`src/rtl/secded_pkg.sv`:
```
package secded_pkg;

  typedef enum logic [1:0] {
    ERR_NONE   = 2'd0,
    ERR_SINGLE = 2'd1,
    ERR_DOUBLE = 2'd2
  } err_kind_e;

  // Codeword position of data bit j: positions from 3 upward, powers of two skipped.
  function automatic int data_pos(int j);
    int pos;
    int seen;
    pos  = 0;
    seen = -1;
    while (seen < j) begin
      pos++;
      if ((pos & (pos - 1)) != 0) seen++;
    end
    return pos;
  endfunction

  function automatic int bit_parity(int v);
    int p;
    p = 0;
    for (int b = 0; b < 32; b++) p ^= (v >> b) & 1;
    return p;
  endfunction

  // Key XORed into the raw code so that all-ones data maps to an all-ones check field.
  function automatic int erase_key(int data_w, int ham_w);
    int ham;
    int ovr;
    ham = 0;
    for (int j = 0; j < data_w; j++) ham ^= data_pos(j);
    ovr = (data_w % 2) ^ bit_parity(ham);
    return (((ovr ^ 1) & 1) << ham_w) | (ham ^ ((1 << ham_w) - 1));
  endfunction

endpackage

```
`src/rtl/secded_parity.sv`:
```
module secded_parity #(
  parameter int DATA_W = 64,
  parameter int HAM_W  = 7
) (
  input  logic [DATA_W-1:0] data_i,
  output logic [HAM_W-1:0]  ham_o
);
  import secded_pkg::*;

  logic [DATA_W-1:0][HAM_W-1:0] contrib;

  generate
    for (genvar j = 0; j < DATA_W; j++) begin : g_pos
      localparam int POS = data_pos(j);
      assign contrib[j] = data_i[j] ? HAM_W'(POS) : '0;
    end
  endgenerate

  always_comb begin
    ham_o = '0;
    for (int j = 0; j < DATA_W; j++) ham_o ^= contrib[j];
  end

endmodule

```
`src/rtl/secded_enc.sv`:
```
module secded_enc #(
  parameter int DATA_W = 64,
  parameter int HAM_W  = 7
) (
  input  logic              clk,
  input  logic              rst,
  input  logic              valid_i,
  input  logic [DATA_W-1:0] data_i,
  output logic              valid_o,
  output logic [HAM_W:0]    check_o
);
  import secded_pkg::*;

  localparam int CHK_W = HAM_W + 1;
  localparam logic [CHK_W-1:0] KEY = CHK_W'(erase_key(DATA_W, HAM_W));

  logic [HAM_W-1:0] ham;
  logic [CHK_W-1:0] raw;

  secded_parity #(.DATA_W(DATA_W), .HAM_W(HAM_W)) u_par (
    .data_i(data_i),
    .ham_o (ham)
  );

  assign raw = {(^data_i) ^ (^ham), ham};

  always_ff @(posedge clk) begin
    if (rst) begin
      valid_o <= 1'b0;
      check_o <= '0;
    end else begin
      valid_o <= valid_i;
      if (valid_i) check_o <= raw ^ KEY;
    end
  end

  // erased data must produce an erased check field
  a_r3_erased_encodes_ones: assert property (@(posedge clk) disable iff (rst)
    (valid_i && (&data_i)) |=> (&check_o));

endmodule

```
`src/rtl/secded_dec.sv`:
```
module secded_dec #(
  parameter int DATA_W = 64,
  parameter int HAM_W  = 7
) (
  input  logic              clk,
  input  logic              rst,
  input  logic              valid_i,
  input  logic [DATA_W-1:0] data_i,
  input  logic [HAM_W:0]    check_i,
  output logic              valid_o,
  output logic [DATA_W-1:0] data_o,
  output logic              sec_o,
  output logic              ded_o,
  output logic [HAM_W:0]    syn_o
);
  import secded_pkg::*;

  localparam int CHK_W    = HAM_W + 1;
  localparam int LAST_POS = DATA_W + HAM_W;
  localparam logic [CHK_W-1:0] KEY = CHK_W'(erase_key(DATA_W, HAM_W));

  logic [CHK_W-1:0]  raw;
  logic [HAM_W-1:0]  calc;
  logic [HAM_W-1:0]  s_low;
  logic              pmis;
  err_kind_e         kind;
  logic [DATA_W-1:0] flip;

  secded_parity #(.DATA_W(DATA_W), .HAM_W(HAM_W)) u_par (
    .data_i(data_i),
    .ham_o (calc)
  );

  assign raw   = check_i ^ KEY;
  assign s_low = raw[HAM_W-1:0] ^ calc;
  assign pmis  = (^data_i) ^ (^raw);

  always_comb begin
    if (!pmis)
      kind = (s_low == '0) ? ERR_NONE : ERR_DOUBLE;
    else if (32'(s_low) <= 32'(LAST_POS))
      kind = ERR_SINGLE;
    else
      kind = ERR_DOUBLE;
  end

  generate
    for (genvar j = 0; j < DATA_W; j++) begin : g_fix
      localparam int POS = data_pos(j);
      assign flip[j] = (kind == ERR_SINGLE) && (s_low == HAM_W'(POS));
    end
  endgenerate

  always_ff @(posedge clk) begin
    if (rst) begin
      valid_o <= 1'b0;
      sec_o   <= 1'b0;
      ded_o   <= 1'b0;
      syn_o   <= '0;
      data_o  <= '0;
    end else begin
      valid_o <= valid_i;
      sec_o   <= valid_i && (kind == ERR_SINGLE);
      ded_o   <= valid_i && (kind == ERR_DOUBLE);
      if (valid_i) begin
        data_o <= data_i ^ flip;
        syn_o  <= {pmis, s_low};
      end
    end
  end

  // a zero syndrome on a valid result never raises a flag
  a_r4_clean_no_flags: assert property (@(posedge clk) disable iff (rst)
    (valid_o && (syn_o == '0)) |-> (!sec_o && !ded_o));

  // a repaired error always carries an odd parity mismatch
  a_r5_sec_odd_parity: assert property (@(posedge clk) disable iff (rst)
    sec_o |-> syn_o[HAM_W]);

  // even parity with a nonzero position syndrome is a double error
  a_r7_even_nonzero_ded: assert property (@(posedge clk) disable iff (rst)
    (valid_o && !syn_o[HAM_W] && (syn_o[HAM_W-1:0] != '0)) |-> ded_o);

  // an error in the check field leaves the data untouched
  a_r6_check_err_keeps_data: assert property (@(posedge clk) disable iff (rst)
    (sec_o && $onehot0(syn_o[HAM_W-1:0])) |-> (data_o == $past(data_i)));

endmodule

```
`src/rtl/secded_codec.sv`:
```
module secded_codec #(
  parameter int DATA_W = 64,
  parameter int HAM_W  = 7
) (
  input  logic              clk,
  input  logic              rst,
  input  logic              enc_valid_i,
  input  logic [DATA_W-1:0] enc_data_i,
  output logic              enc_valid_o,
  output logic [HAM_W:0]    enc_check_o,
  input  logic              dec_valid_i,
  input  logic [DATA_W-1:0] dec_data_i,
  input  logic [HAM_W:0]    dec_check_i,
  output logic              dec_valid_o,
  output logic [DATA_W-1:0] dec_data_o,
  output logic              dec_sec_o,
  output logic              dec_ded_o,
  output logic [HAM_W:0]    dec_syndrome_o
);

  secded_enc #(.DATA_W(DATA_W), .HAM_W(HAM_W)) u_enc (
    .clk    (clk),
    .rst    (rst),
    .valid_i(enc_valid_i),
    .data_i (enc_data_i),
    .valid_o(enc_valid_o),
    .check_o(enc_check_o)
  );

  secded_dec #(.DATA_W(DATA_W), .HAM_W(HAM_W)) u_dec (
    .clk    (clk),
    .rst    (rst),
    .valid_i(dec_valid_i),
    .data_i (dec_data_i),
    .check_i(dec_check_i),
    .valid_o(dec_valid_o),
    .data_o (dec_data_o),
    .sec_o  (dec_sec_o),
    .ded_o  (dec_ded_o),
    .syn_o  (dec_syndrome_o)
  );

  // encoder latency of one cycle
  a_r1_enc_latency: assert property (@(posedge clk) disable iff (rst)
    enc_valid_i |=> enc_valid_o);

  // decoder latency and idle behaviour
  a_r8_dec_latency: assert property (@(posedge clk) disable iff (rst)
    dec_valid_i |=> dec_valid_o);
  a_r8_dec_idle: assert property (@(posedge clk) disable iff (rst)
    !dec_valid_i |=> !dec_valid_o);
  a_r8_flags_need_valid: assert property (@(posedge clk) disable iff (rst)
    !dec_valid_o |-> (!dec_sec_o && !dec_ded_o));
  a_r8_flags_exclusive: assert property (@(posedge clk) disable iff (rst)
    !(dec_sec_o && dec_ded_o));

endmodule

```
`config.mk`:
```
export PLATFORM = sky130hd
export DESIGN_NAME = secded_codec
export DESIGN_NICKNAME = d
export VERILOG_FILES = /design/src/rtl/secded_pkg.sv /design/src/rtl/secded_parity.sv /design/src/rtl/secded_enc.sv /design/src/rtl/secded_dec.sv /design/src/rtl/secded_codec.sv
export SDC_FILE = /design/constraint.sdc
export NUM_CORES = 1
export LEC_CHECK = 0
export ABC_AREA = 1
export BUFFER_PORTS_ARGS = -buffer_cell sky130_fd_sc_hd__buf_2
export CELL_PAD_IN_SITES_DETAIL_PLACEMENT = 1
export CELL_PAD_IN_SITES_GLOBAL_PLACEMENT = 1
export CORE_ASPECT_RATIO = 0.8
export CORE_MARGIN = 4
export CORE_UTILIZATION = 38
export CTS_CLUSTER_SIZE = 24
export DETAILED_ROUTE_END_ITERATION = 16
export PLACE_DENSITY = 0.79
export SLEW_MARGIN = 10
export SYNTH_ARGS = -nofsm -noshare
export SYNTH_HDL_FRONTEND = slang
export SYNTH_HIERARCHICAL = 1
export SYNTH_SLANG_ARGS = --single-unit
```
`constraint.sdc`:
```
create_clock -name clk -period 3.8 [get_ports clk]
set_clock_uncertainty 0.1 [all_clocks]
set_input_delay 0.76 -clock clk [delete_from_list [all_inputs] [get_ports clk]]
set_output_delay 0.76 -clock clk [all_outputs]
set_load 0.01 [all_outputs]
```
==> impl_metrics.ini <==
[clock_tree]
cts_max_level = 3
cts_inserted_buffers = 9
cts.sinks = 84
clock_latency_ps = 380
cts.clk_slew.worst_paths_ps = 70
cts_buffer_depth = 2
postCtsSetupBuffers = 0
cts_tree = built
root_buffer = clkbuf_16
hold_buffers = 0

[timing]
setup_tns_ps = 0
finalHoldViolCount = 0
finalWorstSetupSlack_ps = 193
relSlewSlack = 0.406
whs_ps = 367
finalCritPeriodShare = 0.949
slew_viol_final = 0
worst_pin_slew_ps = 891
max_freq_ghz = 0.277
setup_violations = 0
fin_crit_ps = 3610
rsz0062_at_grt = no

[detailed_routing]
wl_per_cell_um = 17.2
ant_nets = 0
drt_first_pass_iters = 5
vias_per_cell = 5.14
vias = 17900
drcViolationCount = 0
drt_wl_total_um = 60000
initialDrtViolationCount = 1291

[finish]
drive_gt1_frac = 0.116
syn_to_final_growth_pct = 16.8
nets = 3143
layout_commonest_cell = nand2_1
layout_common_cells = 1,368 x nand2_1, 393 x inv_1, 233 x nor2_1, 233 x nand3_1, 222 x buf_2

[setup_path]
criticalPathCategory = input port to flop
crit_slowest_cell = xor2_1
cp-start-kind = input port
arrival_ps = 3800
critPathCaptureType = flop
path_cells = buf_2 > xor2_1 > nand2_1 > nand2_1 > nand2_1 > nand2_1 > inv_1 > nand2_1 > nand2_1 > inv_1 > nand3_1 > nand2_1 > inv_1 > xnor2_1 > inv_1 > nor2_1 > nand2_1 > buf_4 > nor2_1 > nand3_1 > nand2_1 > nand3_1 > nand2_1 > inv_1
crit_path_start = dec_data_i[21]
crit_top_cell = nand2_1
path_max_fanout = 10
crit_required_ps = 3990
critical_path.max_stage_delay_ps = 320
critPathBufInv = 7
cp_top_family = simple AND/OR/NAND/NOR gates
reg2reg_from = u_dec/syn_o[5]

[power_and_ir_drop]
totalPowerFinal_mw = 6.00
power_per_cell_area_nw_per_um2 = 373
p_leak_nw = 10.1
irDropWorstVdd_uv = 321

[floorplan]
dieArea_um2 = 39400
initial_core_util = 0.385
core_um2 = 35800
num_rows = 62
die-width_um = 221
die-height_um = 178
io_pins = 224

[global_route]
grt_use_total = 0.290
grt_pass1_wl_um = 91700
grt_pass1_vias = 17400
grt_antenna_before_repair = 5
grt-ovfl-total = 0
grt_max_degree = 75

[min_path]
hold_path_startpoint = u_enc/check_o[6]
hold_class = flop to flop

[synthesis]
ys_seq_elements = 84
synth_warnings = 6
ys_seq_area_frac = 0.122
avgSynthCellArea_um2 = 4.96
netlist_area_um2 = 13800
synth_cell_types = 28
netlist_instances = 2778
syn_nets = 2918

[placed_design]
place.gp.congestion = 0.941
io_buffers = 223
dp_hpwl_um = 49500
pre_cts_slack_ps = -158

[status]
status = completed

[run]
drv_cap = 0
-- area by class of cell --
type | count | area [um2]
timing repair buffer | 308 | 1870
tap | 480 | 601
clock buffer | 11 | 243
inverter | 399 | 1500
clock inverter | 5 | 85.1
multi-input combinational | 2201 | 10100
antenna | 3 | 7.51
sequential | 84 | 1680
fill | 5448 | 19700
-- metrics by stage --
step / instances / area [um2] / utilization
floorplan: 2778 / 13800 / -
global placement: 3472 / 15800 / 0.440
detailed placement: 3472 / 15800 / 0.440
CTS: 3488 / 16100 / 0.449
global route: 3491 / 16100 / 0.449
finish: 3491 / 16100 / 0.449
-- sequential cells by signal, indices dropped and copies added, names as in the netlist --
register,flops
u_dec/data_o,64
u_dec/valid_o,1
u_dec/sec_o,1
u_enc/valid_o,1
u_enc/check_o,8
u_dec/syn_o,8
u_dec/ded_o,1
-- worst register-to-register path, stage by stage (launching register included) --
cell	delay, ps
dfxtp_1	440
nor2_1	60
nor2_1	110
o21ai_0	90
inv_1	60
-- synth_stat cells (all sizes together) --
cell type,n,share of area
a21oi,7,0.0025
buf,44,0.023
clkbuf,50,0.015
dfxtp,84,0.12
inv,399,0.11
nand2,1377,0.38
nand3,235,0.086
nand3b,21,0.011
nand4,66,0.030
nor2,237,0.065
nor3,2,0.00073
o211ai,6,0.0033
o21ai,6,0.0022
or2,10,0.0045
xnor2,119,0.077
xor2,115,0.074
-- per-layer routing --
layer  track usage  vias up  share of wire
met5             0        -        0.00025
met4        0.0681        4          0.020
met3        0.0533       80          0.073
met2         0.449      591           0.42
met1         0.417     8515           0.48
li1              -     8748              -
-- final timing paths --
kind / endpoint / slack [ps] / depth (start not counted)
hold / removal: u_enc/check_o[6] / 370 / 2
setup reg to reg: u_dec/syn_o[5] / 2890 / 4
setup / recovery: u_dec/data_o[22] / 190 / 24
hold reg to reg: u_enc/check_o[6] / 370 / 2
-- cell families (layout without fill, tap and decap cells) --
logic type	count (synthesis)	count (layout)	synth area share
xor+xnor	234	234	0.151
flops	84	84	0.122
other cells	0	3	0
buf+inv	493	723	0.146
simple gates	1948	1948	0.573
compound gates	19	19	0.00798
-- repair_timing --
action	in CTS	in global routing
gates resized for setup	0	4
setup endpoints to repair	0	14
hold endpoints to repair	0	0
-- where the power goes --
part / switching, mW / internal [mW] / total [mW]
Combinational: 2.66 / 1.29 / 3.95
Sequential: 0.0521 / 0.968 / 1.02
Clock: 0.434 / 0.597 / 1.03
(Power assumes the default switching activity.)
